File: config.mk
export PLATFORM = sky130hd
export DESIGN_NAME = tap_dr_router
export DESIGN_NICKNAME = d
export VERILOG_FILES = /design/src/rtl/tap_pkg.sv /design/src/rtl/tap_fsm.sv /design/src/rtl/tap_ir.sv /design/src/rtl/tap_dr_bank.sv /design/src/rtl/tap_dr_router.sv
export SDC_FILE = /design/constraint.sdc
export NUM_CORES = 1
export LEC_CHECK = 0
export BUFFER_PORTS_ARGS = -buffer_cell sky130_fd_sc_hd__clkbuf_2
export CAP_MARGIN = 20
export CORE_ASPECT_RATIO = 0.5
export CORE_MARGIN = 1
export CORE_UTILIZATION = 55
export DETAILED_ROUTE_END_ITERATION = 16
export PLACE_DENSITY_LB_ADDON = 0.12
export SYNTH_ARGS = -nofsm -noshare
export SYNTH_HDL_FRONTEND = slang
export SYNTH_SLANG_ARGS = --single-unit
File: constraint.sdc
create_clock -name tck -period 2 [get_ports tck]
set_input_delay 0.4 -clock tck [delete_from_list [all_inputs] [get_ports tck]]
set_output_delay 0.4 -clock tck [all_outputs]
set_load 0.02 [all_outputs]
File: src/rtl/tap_pkg.sv
package tap_pkg;

    localparam int IR_W   = 8;
    localparam int DR_MAX = 32;
    localparam int CNT_W  = 32;

    typedef enum logic [3:0] {
        TAP_TLR, TAP_RTI,
        TAP_SEL_DR, TAP_CAP_DR, TAP_SH_DR, TAP_EX1_DR, TAP_PAU_DR, TAP_EX2_DR, TAP_UPD_DR,
        TAP_SEL_IR, TAP_CAP_IR, TAP_SH_IR, TAP_EX1_IR, TAP_PAU_IR, TAP_EX2_IR, TAP_UPD_IR
    } tap_state_e;

    typedef enum logic [2:0] {
        DR_BYP, DR_BSR, DR_ID, DR_MODE, DR_MCAST, DR_PRBS, DR_CNT
    } dr_sel_e;

    localparam logic [IR_W-1:0] OP_RESET   = 8'hAA;
    localparam logic [IR_W-1:0] IR_CAPTURE = 8'h01;

    function automatic dr_sel_e decode_op(input logic [IR_W-1:0] op);
        case (op)
            8'hFF:        return DR_BYP;
            8'h00, 8'h81: return DR_BSR;
            8'h8E:        return DR_MODE;
            8'h03:        return DR_MCAST;
            8'hC9:        return DR_PRBS;
            8'hCE:        return DR_CNT;
            default:      return DR_ID;
        endcase
    endfunction

endpackage

File: src/rtl/tap_fsm.sv
module tap_fsm
    import tap_pkg::*;
(
    input  logic       tck,
    input  logic       rst_n,
    input  logic       tms,
    output tap_state_e state
);
    tap_state_e st_d, st_q;

    always_comb begin
        unique case (st_q)
            TAP_TLR:    st_d = tms ? TAP_TLR    : TAP_RTI;
            TAP_RTI:    st_d = tms ? TAP_SEL_DR : TAP_RTI;
            TAP_SEL_DR: st_d = tms ? TAP_SEL_IR : TAP_CAP_DR;
            TAP_CAP_DR: st_d = tms ? TAP_EX1_DR : TAP_SH_DR;
            TAP_SH_DR:  st_d = tms ? TAP_EX1_DR : TAP_SH_DR;
            TAP_EX1_DR: st_d = tms ? TAP_UPD_DR : TAP_PAU_DR;
            TAP_PAU_DR: st_d = tms ? TAP_EX2_DR : TAP_PAU_DR;
            TAP_EX2_DR: st_d = tms ? TAP_UPD_DR : TAP_SH_DR;
            TAP_UPD_DR: st_d = tms ? TAP_SEL_DR : TAP_RTI;
            TAP_SEL_IR: st_d = tms ? TAP_TLR    : TAP_CAP_IR;
            TAP_CAP_IR: st_d = tms ? TAP_EX1_IR : TAP_SH_IR;
            TAP_SH_IR:  st_d = tms ? TAP_EX1_IR : TAP_SH_IR;
            TAP_EX1_IR: st_d = tms ? TAP_UPD_IR : TAP_PAU_IR;
            TAP_PAU_IR: st_d = tms ? TAP_EX2_IR : TAP_PAU_IR;
            TAP_EX2_IR: st_d = tms ? TAP_UPD_IR : TAP_SH_IR;
            TAP_UPD_IR: st_d = tms ? TAP_SEL_DR : TAP_RTI;
            default:    st_d = TAP_TLR;
        endcase
    end

    always_ff @(posedge tck or negedge rst_n) begin
        if (!rst_n) st_q <= TAP_TLR;
        else        st_q <= st_d;
    end

    assign state = st_q;
endmodule

File: src/rtl/tap_ir.sv
module tap_ir
    import tap_pkg::*;
(
    input  logic            tck,
    input  logic            rst_n,
    input  tap_state_e      state,
    input  logic            tdi,
    output logic [IR_W-1:0] ir,
    output logic [IR_W-1:0] ir_sr
);
    typedef struct packed {
        logic [IR_W-1:0] sr;
        logic [IR_W-1:0] op;
    } ir_regs_t;

    ir_regs_t r_d, r_q;

    always_comb begin
        r_d = r_q;
        unique case (state)
            TAP_TLR:    r_d.op = OP_RESET;
            TAP_CAP_IR: r_d.sr = IR_CAPTURE;
            TAP_SH_IR:  r_d.sr = {tdi, r_q.sr[IR_W-1:1]};
            TAP_UPD_IR: r_d.op = r_q.sr;
            default:    ;
        endcase
    end

    always_ff @(posedge tck or negedge rst_n) begin
        if (!rst_n) r_q <= '{sr: '0, op: OP_RESET};
        else        r_q <= r_d;
    end

    assign ir    = r_q.op;
    assign ir_sr = r_q.sr;
endmodule

File: src/rtl/tap_dr_bank.sv
module tap_dr_bank
    import tap_pkg::*;
#(
    parameter int          NUM_SEL    = 6,
    parameter int          MODE_W     = 8,
    parameter int          MCAST_W    = 3,
    parameter int          PRBS_W     = 16,
    parameter logic [31:0] PRBS_SEED  = 32'h0000_ACE1,
    parameter logic [31:0] ID_VALUE   = 32'h0FC0_E01F
) (
    input  logic               tck,
    input  logic               rst_n,
    input  tap_state_e         state,
    input  dr_sel_e            sel,
    input  logic               tdi,
    input  logic [NUM_SEL-1:0] sel_pins,
    input  logic               oe_pin,
    output logic               dr_lsb,
    output logic [MODE_W-1:0]  mode_out,
    output logic [MCAST_W-1:0] mcast_out
);
    localparam int BSR_W = NUM_SEL + 1;
    localparam int LEN_W = $clog2(DR_MAX + 1);

    typedef struct packed {
        logic [DR_MAX-1:0]  sr;
        logic [MODE_W-1:0]  mode;
        logic [MCAST_W-1:0] mcast;
        logic [PRBS_W-1:0]  prbs;
        logic [CNT_W-1:0]   cnt;
    } dr_regs_t;

    dr_regs_t          r_d, r_q;
    logic [LEN_W-1:0]  len;
    logic [DR_MAX-1:0] cap;

    always_comb begin
        unique case (sel)
            DR_BYP:   begin len = LEN_W'(1);       cap = '0; end
            DR_BSR:   begin len = LEN_W'(BSR_W);   cap = DR_MAX'({oe_pin, sel_pins}); end
            DR_MODE:  begin len = LEN_W'(MODE_W);  cap = DR_MAX'(r_q.mode); end
            DR_MCAST: begin len = LEN_W'(MCAST_W); cap = DR_MAX'(r_q.mcast); end
            DR_PRBS:  begin len = LEN_W'(PRBS_W);  cap = DR_MAX'(r_q.prbs); end
            DR_CNT:   begin len = LEN_W'(CNT_W);   cap = DR_MAX'(r_q.cnt); end
            default:  begin len = LEN_W'(DR_MAX);  cap = ID_VALUE; end
        endcase
    end

    always_comb begin
        r_d = r_q;
        unique case (state)
            TAP_CAP_DR: r_d.sr = cap;
            TAP_SH_DR: begin
                r_d.sr = r_q.sr >> 1;
                for (int i = 0; i < DR_MAX; i++) begin
                    if (i == int'(len) - 1) r_d.sr[i] = tdi;
                end
            end
            TAP_UPD_DR: begin
                unique case (sel)
                    DR_MODE:  r_d.mode  = r_q.sr[MODE_W-1:0];
                    DR_MCAST: r_d.mcast = r_q.sr[MCAST_W-1:0];
                    DR_PRBS:  r_d.prbs  = r_q.sr[PRBS_W-1:0];
                    DR_CNT:   r_d.cnt   = r_q.sr[CNT_W-1:0];
                    default:  ;
                endcase
            end
            default: ;
        endcase
    end

    always_ff @(posedge tck or negedge rst_n) begin
        if (!rst_n) r_q <= '{sr: '0, mode: '0, mcast: '0,
                             prbs: PRBS_SEED[PRBS_W-1:0], cnt: '0};
        else        r_q <= r_d;
    end

    assign dr_lsb    = r_q.sr[0];
    assign mode_out  = r_q.mode;
    assign mcast_out = r_q.mcast;
endmodule

File: src/rtl/tap_dr_router.sv
module tap_dr_router
    import tap_pkg::*;
#(
    parameter int          NUM_SEL   = 6,
    parameter int          MODE_W    = 8,
    parameter int          MCAST_W   = 3,
    parameter int          PRBS_W    = 16,
    parameter logic [31:0] PRBS_SEED = 32'h0000_ACE1,
    parameter logic [31:0] ID_VALUE  = 32'h0FC0_E01F
) (
    input  logic               tck,
    input  logic               rst_n,
    input  logic               tms,
    input  logic               tdi,
    input  logic [NUM_SEL-1:0] sel_pins,
    input  logic               oe_pin,
    output logic               tdo,
    output logic               tdo_en,
    output logic [MODE_W-1:0]  mode_out,
    output logic [MCAST_W-1:0] mcast_out
);
    typedef struct packed {
        logic tdo;
        logic en;
    } out_regs_t;

    tap_state_e      state;
    logic [IR_W-1:0] ir;
    logic [IR_W-1:0] ir_sr;
    dr_sel_e         sel;
    logic            dr_lsb;
    out_regs_t       o_d, o_q;

    tap_fsm u_fsm (.tck(tck), .rst_n(rst_n), .tms(tms), .state(state));

    tap_ir u_ir (.tck(tck), .rst_n(rst_n), .state(state), .tdi(tdi),
                 .ir(ir), .ir_sr(ir_sr));

    assign sel = decode_op(ir);

    tap_dr_bank #(
        .NUM_SEL(NUM_SEL), .MODE_W(MODE_W), .MCAST_W(MCAST_W),
        .PRBS_W(PRBS_W), .PRBS_SEED(PRBS_SEED), .ID_VALUE(ID_VALUE)
    ) u_dr (
        .tck(tck), .rst_n(rst_n), .state(state), .sel(sel), .tdi(tdi),
        .sel_pins(sel_pins), .oe_pin(oe_pin), .dr_lsb(dr_lsb),
        .mode_out(mode_out), .mcast_out(mcast_out)
    );

    always_comb begin
        o_d.en  = (state == TAP_SH_IR) || (state == TAP_SH_DR);
        o_d.tdo = (state == TAP_SH_IR) ? ir_sr[0] :
                  (state == TAP_SH_DR) ? dr_lsb   : 1'b0;
    end

    always_ff @(negedge tck or negedge rst_n) begin
        if (!rst_n) o_q <= '0;
        else        o_q <= o_d;
    end

    assign tdo    = o_q.tdo;
    assign tdo_en = o_q.en;
endmodule

==> results.toml <==
[sta]
clock_skew_ps = 25.4
whs_ps = 85.8
setup_viol = 3
fin_setup_tns_ps = -719
rsz0062_at_grt = "yes"
tightest_slew_ps = 859
fin_ws_ps = -325
hold_viol_final = 0
slew_headroom = 0.427
slew_viol_final = 0

[floorplan]
die_w_um = 141
design.die.area_sq_um = 10100
placeableCoreArea_sq_um = 9070
io_pins = 24
dieHeight_um = 71.7
core.rowCount = 24
start_util = 0.589

[drt]
vias = 4004
avgViaCountPerCell = 6.17
first_pass_iters = 6
first_iter_violations = 301
drc = 0
wl_mm = 12.6
wl_per_cell_um = 19.4
ant_nets = 0

[global_routing]
grt_pass1_vias = 3970
antenna_found_initial = 0
busiest_layer = "met2"
grt_overflow = 0
grt.met3_usage = 0.0775
grt_pass1_wl_mm = 20.7
grt_max_degree = 72
grtUsageMet1 = 0.361
grt_usage = 0.273
met2_usage = 0.437

[pwr]
p_per_area_nw_per_um2 = 1310
ir_worst_vdd_uv = 662
p_leak_nw = 3.10

[placement]
dp_hpwl_mm = 8.03
pre_cts_ws_ps = 0.507
dp_cells = 612
portBuffers = 23
gp_congestion = 0.921

[outcome]
violations = "negative setup slack"
outcome = "complete, but fails checks"

[yosys]
syn_area_per_cell_sq_um = 11.7
synth_cells = 457
ys_ff_latch = 113
synth_nets = 468
ys.flop_type = "dfrtp_1"
ys_seq_area_frac = 0.532
ys_types = 58
synthArstFlopShare = 1.00
synth_edf_count = 0
syn-cell-area_sq_um = 5340
yosys_warnings = 0

[critical_path]
max_stage_delay_ps = 400
end_kind = "output pin"
crit_chain = "clkbuf_8"
critPathBufInv = 1
worstSetupStartpointType = "flip-flop"
cp_max_fo = 1
required_ps = 1600
worstSetupPathType = "reg2out"
cp_slowest_cell = "dfrtn_1"
cp_top_family = "flip-flops"
critical_path_arrival_ps = 1920
r2r_slack_ps = -80

[final_layout]
diodes = 0
fin_nets = 518
final_common_cell = "dfrtp_1"
layout_common_cells = "dfrtp_1 (97), mux2_2 (50), buf_4 (42), nand2_1 (33), a22oi_1 (31)"
area_delta_synth_final_pct = 22.1
drive_gt1_frac = 0.383
layoutNonFillerInstCount = 649

[clock_network]
cts_tree = "yes"
clock_path_buffers = 2
clkTransAtPathRegs_ps = 50
numCtsBuffers = 17
insertion_delay_ps = 410
cts.sinks = 113
cts_htree_levels = 4
clock-root-buffer = "clkbuf_16"

[flow_run]
maxCapViolCount = 0

[min_path]
hold_path_class = "in2async"
Yosys cell counts, drive strengths merged, types with 3 or more instances:
cell type | instances | area (sq um)
nand2b | 4 | 25.0
nand4 | 4 | 25.0
and3 | 4 | 25.0
mux2i | 8 | 80.1
a21o | 9 | 67.6
clkbuf | 14 | 52.6
nand3b | 4 | 30.0
nor2b | 3 | 18.8
inv | 6 | 22.5
a21oi | 26 | 130
and2 | 4 | 25.0
a22o | 11 | 96.3
o22ai | 9 | 56.3
nor3 | 8 | 60.1
dfstp | 12 | 315
o21ai | 15 | 75.1
mux2 | 60 | 713
nand3 | 6 | 30.0
buf | 25 | 169
nand2 | 36 | 145
a22oi | 32 | 240
or2 | 3 | 18.8
a31oi | 9 | 56.3
nor2 | 18 | 83.8
dfrtp | 99 | 2480
cell families after synthesis:
| family | count (synthesis) | synth area share |
|---|---|---|
| compound gates | 128 | 0.164 |
| xor+xnor | 1 | 0.00164 |
| buf+inv | 45 | 0.0457 |
| flops | 113 | 0.532 |
| mux | 68 | 0.149 |
| simple gates | 102 | 0.108 |
routing by layer:
layer	up-vias	share of wire	routed length (um)
li1	1788	-	-
met5	-	0	0
met1	2044	0.45	5670
met4	0	0.013	161
met3	24	0.060	759
met2	148	0.48	6030
registers in the layout, indices dropped and copies added, names as in the netlist:
signal,count
u_dr.dr_lsb,1
u_dr.mode_out,8
tdo_en,1
u_fsm.state,4
tdo,1
u_ir.ir_sr,8
u_dr.mcast_out,3
u_dr.r_q,79
u_ir.ir,8
timing repair:
action                     in CTS  in global routing
setup buffers                   0                  6
setup endpoints to repair       5                 62
gates resized for setup         9                 21
hold buffers                    0                  0
pin swaps                       2                  5
report_power, final:
| group | leakage [nW] | total [mW] | internal (mW) | switching [mW] |
|---|---|---|---|---|
| clock | 0.304 | 3.18 | 2.14 | 1.04 |
| sequential | 1.47 | 3.16 | 2.71 | 0.448 |
| combinational | 1.32 | 2.23 | 1.03 | 1.20 |
stage by stage:
stage          cell area (sq um)  total power, mW   util
5_1_grt                     6520             8.96  0.719
3_3_place_gp                5750             5.03  0.634
3_5_place_dp                5750             5.14  0.634
4_1_cts                     6400             8.41  0.705
2_1_floorplan               5390             4.43      -
6_report                    6520             8.57  0.719
worst paths after layout:
kind                           startpoint             to  cells past startpoint
max                                   tdo            tdo                      1
min                                 rst_n  u_ir.ir_sr[0]                      2
max reg2reg                u_fsm.state[3]            tdo                      3
min reg2reg                  u_dr.r_q[19]   u_dr.r_q[78]                      2
max in group asynchronous           rst_n         tdo_en                      1
min in group tck              sel_pins[3]   u_dr.r_q[62]                      3
final cells by class:
cell class	count	area [sq um]
Multi-Input combinational cell	299	2330
Inverter	6	22.5
Fill cell	629	2550
Timing Repair Buffer	70	537
Clock buffer	22	464
Tap cell	130	163
Sequential cell	113	2850
Clock inverter	9	156
Note: power is estimated with default switching activity, not from simulation.
